$ cat src/rtl/eff_ctr_pkg.sv
package eff_ctr_pkg;
  localparam int NUM_EVT = 8;
  // event index; register offset = index + 1
  typedef enum int {
    EV_RD_DVALID = 0,
    EV_WR_DVALID = 1,
    EV_RREADY    = 2,
    EV_WREADY    = 3,
    EV_ARVALID   = 4,
    EV_AWVALID   = 5,
    EV_ARREADY   = 6,
    EV_AWREADY   = 7
  } evt_idx_e;
  localparam int OFS_TOTAL  = 0;
  localparam int OFS_EVT0   = 1;
  localparam int OFS_STATUS = OFS_EVT0 + NUM_EVT;
endpackage

$ cat src/rtl/eff_sat_ctr.sv
module eff_sat_ctr #(
  parameter int W = 32
) (
  input  logic         clk_i,
  input  logic         rst_ni,
  input  logic         clr_i,
  input  logic         inc_i,
  output logic [W-1:0] cnt_o,
  output logic         max_o
);
  localparam logic [W-1:0] MAX_V = '1;
  logic [W-1:0] cnt_q;

  assign max_o = (cnt_q == MAX_V);
  assign cnt_o = cnt_q;

  always_ff @(posedge clk_i or negedge rst_ni) begin
    if (!rst_ni)               cnt_q <= '0;
    else if (clr_i)            cnt_q <= '0;
    else if (inc_i && !max_o)  cnt_q <= cnt_q + 1'b1;
  end
endmodule

$ cat src/rtl/eff_ctr_set.sv
module eff_ctr_set
  import eff_ctr_pkg::*;
#(
  parameter int CNT_W = 32
) (
  input  logic                            clk_i,
  input  logic                            rst_ni,
  input  logic                            clr_i,
  input  logic [NUM_EVT-1:0]              evt_i,
  output logic [CNT_W-1:0]                tot_o,
  output logic [NUM_EVT-1:0][CNT_W-1:0]   evt_cnt_o,
  output logic                            sat_o
);
  logic tot_max;

  eff_sat_ctr #(.W(CNT_W)) i_tot (
    .clk_i  (clk_i),
    .rst_ni (rst_ni),
    .clr_i  (clr_i),
    .inc_i  (1'b1),
    .cnt_o  (tot_o),
    .max_o  (tot_max)
  );

  assign sat_o = tot_max;

  for (genvar g = 0; g < NUM_EVT; g++) begin : g_evt
    logic unused_max;
    // events count only in cycles the total still counts
    eff_sat_ctr #(.W(CNT_W)) i_evt (
      .clk_i  (clk_i),
      .rst_ni (rst_ni),
      .clr_i  (clr_i),
      .inc_i  (evt_i[g] & ~tot_max),
      .cnt_o  (evt_cnt_o[g]),
      .max_o  (unused_max)
    );
  end
endmodule

$ cat src/rtl/eff_reg_port.sv
module eff_reg_port
  import eff_ctr_pkg::*;
#(
  parameter int CNT_W  = 32,
  parameter int ADDR_W = 4
) (
  input  logic                          clk_i,
  input  logic                          rst_ni,
  input  logic [ADDR_W-1:0]             addr_i,
  input  logic [CNT_W-1:0]              tot_i,
  input  logic [NUM_EVT-1:0][CNT_W-1:0] evt_cnt_i,
  input  logic                          sat_i,
  output logic [CNT_W-1:0]              rdata_o
);
  logic [CNT_W-1:0] rdata_d, rdata_q;

  always_comb begin
    rdata_d = '0;
    if (addr_i == ADDR_W'(OFS_TOTAL))  rdata_d = tot_i;
    if (addr_i == ADDR_W'(OFS_STATUS)) rdata_d = {{(CNT_W-1){1'b0}}, sat_i};
    for (int i = 0; i < NUM_EVT; i++) begin
      if (addr_i == ADDR_W'(OFS_EVT0 + i)) rdata_d = evt_cnt_i[i];
    end
  end

  always_ff @(posedge clk_i or negedge rst_ni) begin
    if (!rst_ni) rdata_q <= '0;
    else         rdata_q <= rdata_d;
  end

  assign rdata_o = rdata_q;
endmodule

$ cat src/rtl/axi_eff_ctr_bank.sv
module axi_eff_ctr_bank
  import eff_ctr_pkg::*;
#(
  parameter int CNT_W  = 32,
  parameter int ADDR_W = 4
) (
  input  logic              clk_i,
  input  logic              rst_ni,
  input  logic              clr_i,
  input  logic              rd_dvalid_i,
  input  logic              wr_dvalid_i,
  input  logic              rready_i,
  input  logic              wready_i,
  input  logic              arvalid_i,
  input  logic              awvalid_i,
  input  logic              arready_i,
  input  logic              awready_i,
  input  logic [ADDR_W-1:0] reg_addr_i,
  output logic [CNT_W-1:0]  reg_rdata_o
);
  logic [NUM_EVT-1:0]            evt_vec;
  logic [CNT_W-1:0]              tot_cnt;
  logic [NUM_EVT-1:0][CNT_W-1:0] evt_cnt;
  logic                          tot_sat;

  always_comb begin
    evt_vec               = '0;
    evt_vec[EV_RD_DVALID] = rd_dvalid_i;
    evt_vec[EV_WR_DVALID] = wr_dvalid_i;
    evt_vec[EV_RREADY]    = rready_i;
    evt_vec[EV_WREADY]    = wready_i;
    evt_vec[EV_ARVALID]   = arvalid_i;
    evt_vec[EV_AWVALID]   = awvalid_i;
    evt_vec[EV_ARREADY]   = arready_i;
    evt_vec[EV_AWREADY]   = awready_i;
  end

  eff_ctr_set #(.CNT_W(CNT_W)) i_set (
    .clk_i     (clk_i),
    .rst_ni    (rst_ni),
    .clr_i     (clr_i),
    .evt_i     (evt_vec),
    .tot_o     (tot_cnt),
    .evt_cnt_o (evt_cnt),
    .sat_o     (tot_sat)
  );

  eff_reg_port #(.CNT_W(CNT_W), .ADDR_W(ADDR_W)) i_port (
    .clk_i     (clk_i),
    .rst_ni    (rst_ni),
    .addr_i    (reg_addr_i),
    .tot_i     (tot_cnt),
    .evt_cnt_i (evt_cnt),
    .sat_i     (tot_sat),
    .rdata_o   (reg_rdata_o)
  );
endmodule

$ cat config.mk
export PLATFORM = sky130hd
export DESIGN_NAME = axi_eff_ctr_bank
export DESIGN_NICKNAME = d
export VERILOG_FILES = /design/src/rtl/eff_ctr_pkg.sv /design/src/rtl/eff_sat_ctr.sv /design/src/rtl/eff_ctr_set.sv /design/src/rtl/eff_reg_port.sv /design/src/rtl/axi_eff_ctr_bank.sv
export SDC_FILE = /design/constraint.sdc
export NUM_CORES = 1
export LEC_CHECK = 0
export ABC_AREA = 1
export CAP_MARGIN = 10
export CORE_UTILIZATION = 30
export DETAILED_ROUTE_END_ITERATION = 6
export PLACE_DENSITY = 0.43
export SLEW_MARGIN = 20
export SYNTH_ARGS = -nofsm -noshare
export SYNTH_HDL_FRONTEND = slang
export SYNTH_SLANG_ARGS = --single-unit
$ cat constraint.sdc
create_clock -name clk_i -period 1.97 [get_ports clk_i]
set_clock_uncertainty 0.05 [all_clocks]
set_input_delay 0.2955 -clock clk_i [delete_from_list [all_inputs] [get_ports clk_i]]
set_output_delay 0.2955 -clock clk_i [all_outputs]
set_load 0.02 [all_outputs]
==> impl_results.md <==
* Result of the run: complete, but fails checks
* Failing checks: setup timing
* Number of inserted filler cells in the final layout at 7,398
* Tightest slew margin relative to the limit at 0.555
* Maximum operating frequency at 0.477 GHz
* Worst-case reg-to-reg path depth at 13
* Syn Nets at 3,173
* Height of the die at 269 µm
* Post-placement setup slack at -0.624 ns
* DR vias at roughly 24,000
* Layout cells sized above 1 at 0.231
* Post-route minimum period at between 2 and 2.5 ns
* Clock root buffer: clkbuf_16
* Number of storage elements in the synthesis netlist at 320
* Routability congestion estimate from global placement at 0.969
* Yosys Warn Count at 0
* Remaining global-route overflow at 0
* Parity-gate share of the synthesized area counting xor and xnor cells at 0.0422
* Flop-to-flop setup slack at -0.13 ns
* Antenna violations before repair at 2
* Average cell area after synthesis at 6.78 µm²
* Part of the cycle the worst path needs at 1.06
* End of the critical path: i_set.g_evt[7].i_evt.cnt_o[10]
* Async set or reset register ratio after synthesis at 1.00
* Number of enable flip-flop cells after synthesis at 0
* Final hold violation count at 0
* 1st-pass router iterations at 6
* Max_cap viols at 0
* Aggregate routed wire length at 106,000 µm
* Number of instances on the worst hold path at 4
* Area of the core at 0.0703 mm²
* Die X at 269 µm
* Required arrival time at the worst endpoint at 2.38 ns
* Wire length of the first global-routing pass at 152,000 µm
* Dominant combinational cell family by area after synthesis: simple AND/OR/NAND/NOR gates
* Setup TNS after final layout at -9.91 ns
* Arithmetic-cell share of the synthesized area counting full adders, half adders and majority gates at 0.00527
* Final setup violation count at 159
* Class of the most critical setup path: reg2reg
* PwrDens at 551 mW/mm²
* WL/cell at about 23 µm
* Die Area at a little over 0.07 mm²
* H-tree Lvls at 2
* Post-route worst setup slack at -0.128 ns
* CTS tree: done
* Max VDD drop at around 540 µV
* Slew Limit Fails at 0
* Worst Hold Slack at 0.112 ns
* Simple logic cell fraction of the synthesized area at 0.383
* Slew at the pin closest to its max-slew limit at 0.667 ns
* Share of synthesized area spent on multiplexers at 0
* Clk pin slew, worst setup/hold paths at 0.06 ns
* Number of ports placed on the die boundary at 47
* Unrepaired setup endpoints after global routing: true
* Launching element type of the critical path: flop
* Netlist area before placement at 0.0214 mm²
* Largest fanout on the critical path at 8
* Placed wire-length estimate at 82,000 µm
* Initial core utilization at 0.304
* Sequential share of the synthesized area at 0.375
* Total DRC errors in the routed layout at 0
* Launch instance of the worst register-to-register path: i_set.i_tot.cnt_o[21]
* Nature of the critical path endpoint: flop
* Num Clock Sinks at 320
* Via count of the first global-routing pass at about 24,000
* R2r endpoint: i_set.g_evt[7].i_evt.cnt_o[10]
* Number of instances in the synthesized netlist at 3,149
* Yosys cell types at 46
* Vias per inst at between 5 and 6
* Lkg Pwr at 12.4 nW
* CTS Buf Count at 43
* Final Util at 0.422
* Worst-Skew Late Latency at 0.59 ns
* Count of buffers inserted at the top-level ports at 46
* Class of the most critical hold timing path: in2reg
* Initial drt markers at about 1,800
* ANT nets after route at 0
* NumNets Final at 3,667
* Number of cell rows at 97
* Synth-to-Final Area Change at 38.7%
* Global-route usage over all layers at 0.285
* Critical path origin: i_set.i_tot.cnt_o[21]
* Crit path DAT at 2.51 ns
* Complex-gate fraction of the synthesized area at 0.114
* Top_reg_cell synth: dfrtp_1
* Buffer depth of the longest clock path at 3
* Pin count of the biggest net entering global routing at 100
==> how the worst min path moves through the flow <==
stage / start / endpoint / slack, ns
final: clr_i / i_set.i_tot.cnt_o[3] / 0.11
after global routing: clr_i / i_set.i_tot.cnt_o[3] / 0.12
after CTS: clr_i / i_set.i_tot.cnt_o[3] / 0.07
after detailed placement: rst_ni / i_set.i_tot.cnt_o[31] / 0.21
after global placement: rst_ni / i_set.i_tot.cnt_o[31] / 0.22
after floorplan: rst_ni / i_port.rdata_o[0] / -0.05
==> per-layer routing <==
layer | GRT usage | routed length [µm] | part of all wire
met5 | 0 | 12 | 0.00011
met4 | 0.0984 | 4090 | 0.039
met2 | 0.494 | 51400 | 0.49
met3 | 0.0309 | 5150 | 0.049
met1 | 0.365 | 44900 | 0.43
==> final cells by class <==
| class | count | area (µm²) | area share |
|---|---|---|---|
| Tap cell | 940 | 1180 | 0.0397 |
| Timing Repair Buffer | 555 | 5210 | 0.176 |
| Inverter | 320 | 1230 | 0.0416 |
| Sequential cell | 320 | 8010 | 0.270 |
| Multi-Input combinational cell | 2403 | 12600 | 0.425 |
| Clock inverter | 16 | 170 | 0.00574 |
| Antenna cell | 1 | 2.50 | 0.0000844 |
| Clock buffer | 62 | 1240 | 0.0418 |
==> flip-flops by register name, indices dropped and copies added (netlist names) <==
name,cells
i_set.g_evt.i_evt.cnt_o,256
i_set.i_tot.cnt_o,32
i_port.rdata_o,32
==> cell usage in the layout, fill, tap and decap left out, drive strengths merged, types with 9 or more instances in the layout <==
master	count
nand2	840
buf	494
nor2	426
dfrtp	320
inv	319
o21ai	280
nand3	225
nor3	178
nand4	171
xor2	87
clkbuf	78
a21oi	60
o31ai	41
dlygate4sd2	31
o22ai	25
xnor2	16
nor3b	13
clkinv	13
clkdlybuf4s50	12
ha	9
==> Yosys cell counts (34+ instances only) <==
master / number / area [µm²]
clkbuf_1: 52 / 195
dfrtp_1: 320 / 8010
xor2_1: 87 / 762
buf_2: 34 / 170
o31ai_1: 41 / 308
a21oi_1: 58 / 290
nand4_1: 171 / 1070
nand3_1: 218 / 1090
nor3_1: 176 / 881
nand2_1: 825 / 3100
nor2_1: 419 / 1570
o21ai_2: 36 / 315
o21ai_0: 172 / 861
inv_1: 311 / 1170
o21ai_1: 72 / 360
==> critical path, stage by stage, from the launching register on <==
cell and delay, ns:
dfrtp_1 0.39, nand2_2 0.10, nor2_4 0.13, nand2_2 0.08, nor2_4 0.22, nand2_8 0.08, buf_12 0.14, buf_8 0.12
buf_12 0.13, nand3_4 0.14, nand2_8 0.10, buf_12 0.15, nand4_1 0.06, o21ai_1 0.07
==> where the power goes <==
part	total [mW]	internal [mW]	switching (mW)
clock	8.12	4.76	3.37
sequential	6.68	6.63	0.0532
combinational	1.53	0.574	0.958
total	16.3	12.0	4.38
==> logic make-up after synthesis <==
group	count (synthesis)
and+or+nand+nor	1868
buffers and inverters	427
AOI/OAI and AO/OA	422
DFF	320
xor gates and xnor gates	103
adders and majority gates	9
==> metrics by stage <==
stage	std cells	power, mW	area [µm²]
2_1_floorplan	3149	7.26	21400
3_3_place_gp	4473	8.00	26200
3_5_place_dp	4473	8.01	26200
4_1_cts	4582	16.3	28300
5_1_grt	4617	16.8	29600
6_report	4617	16.3	29600
==> repair_timing <==
| action | CTS | global route |
|---|---|---|
| endpoints found under the hold margin | 80 | 0 |
| gates resized for setup | 157 | 228 |
| endpoints found under the setup margin | 266 | 274 |
| pin swaps | 19 | 24 |
| hold buffers | 1 | 0 |
| setup buffers | 25 | 14 |
| gates cloned | 6 | 21 |
Power figures use the tool's default switching activity.
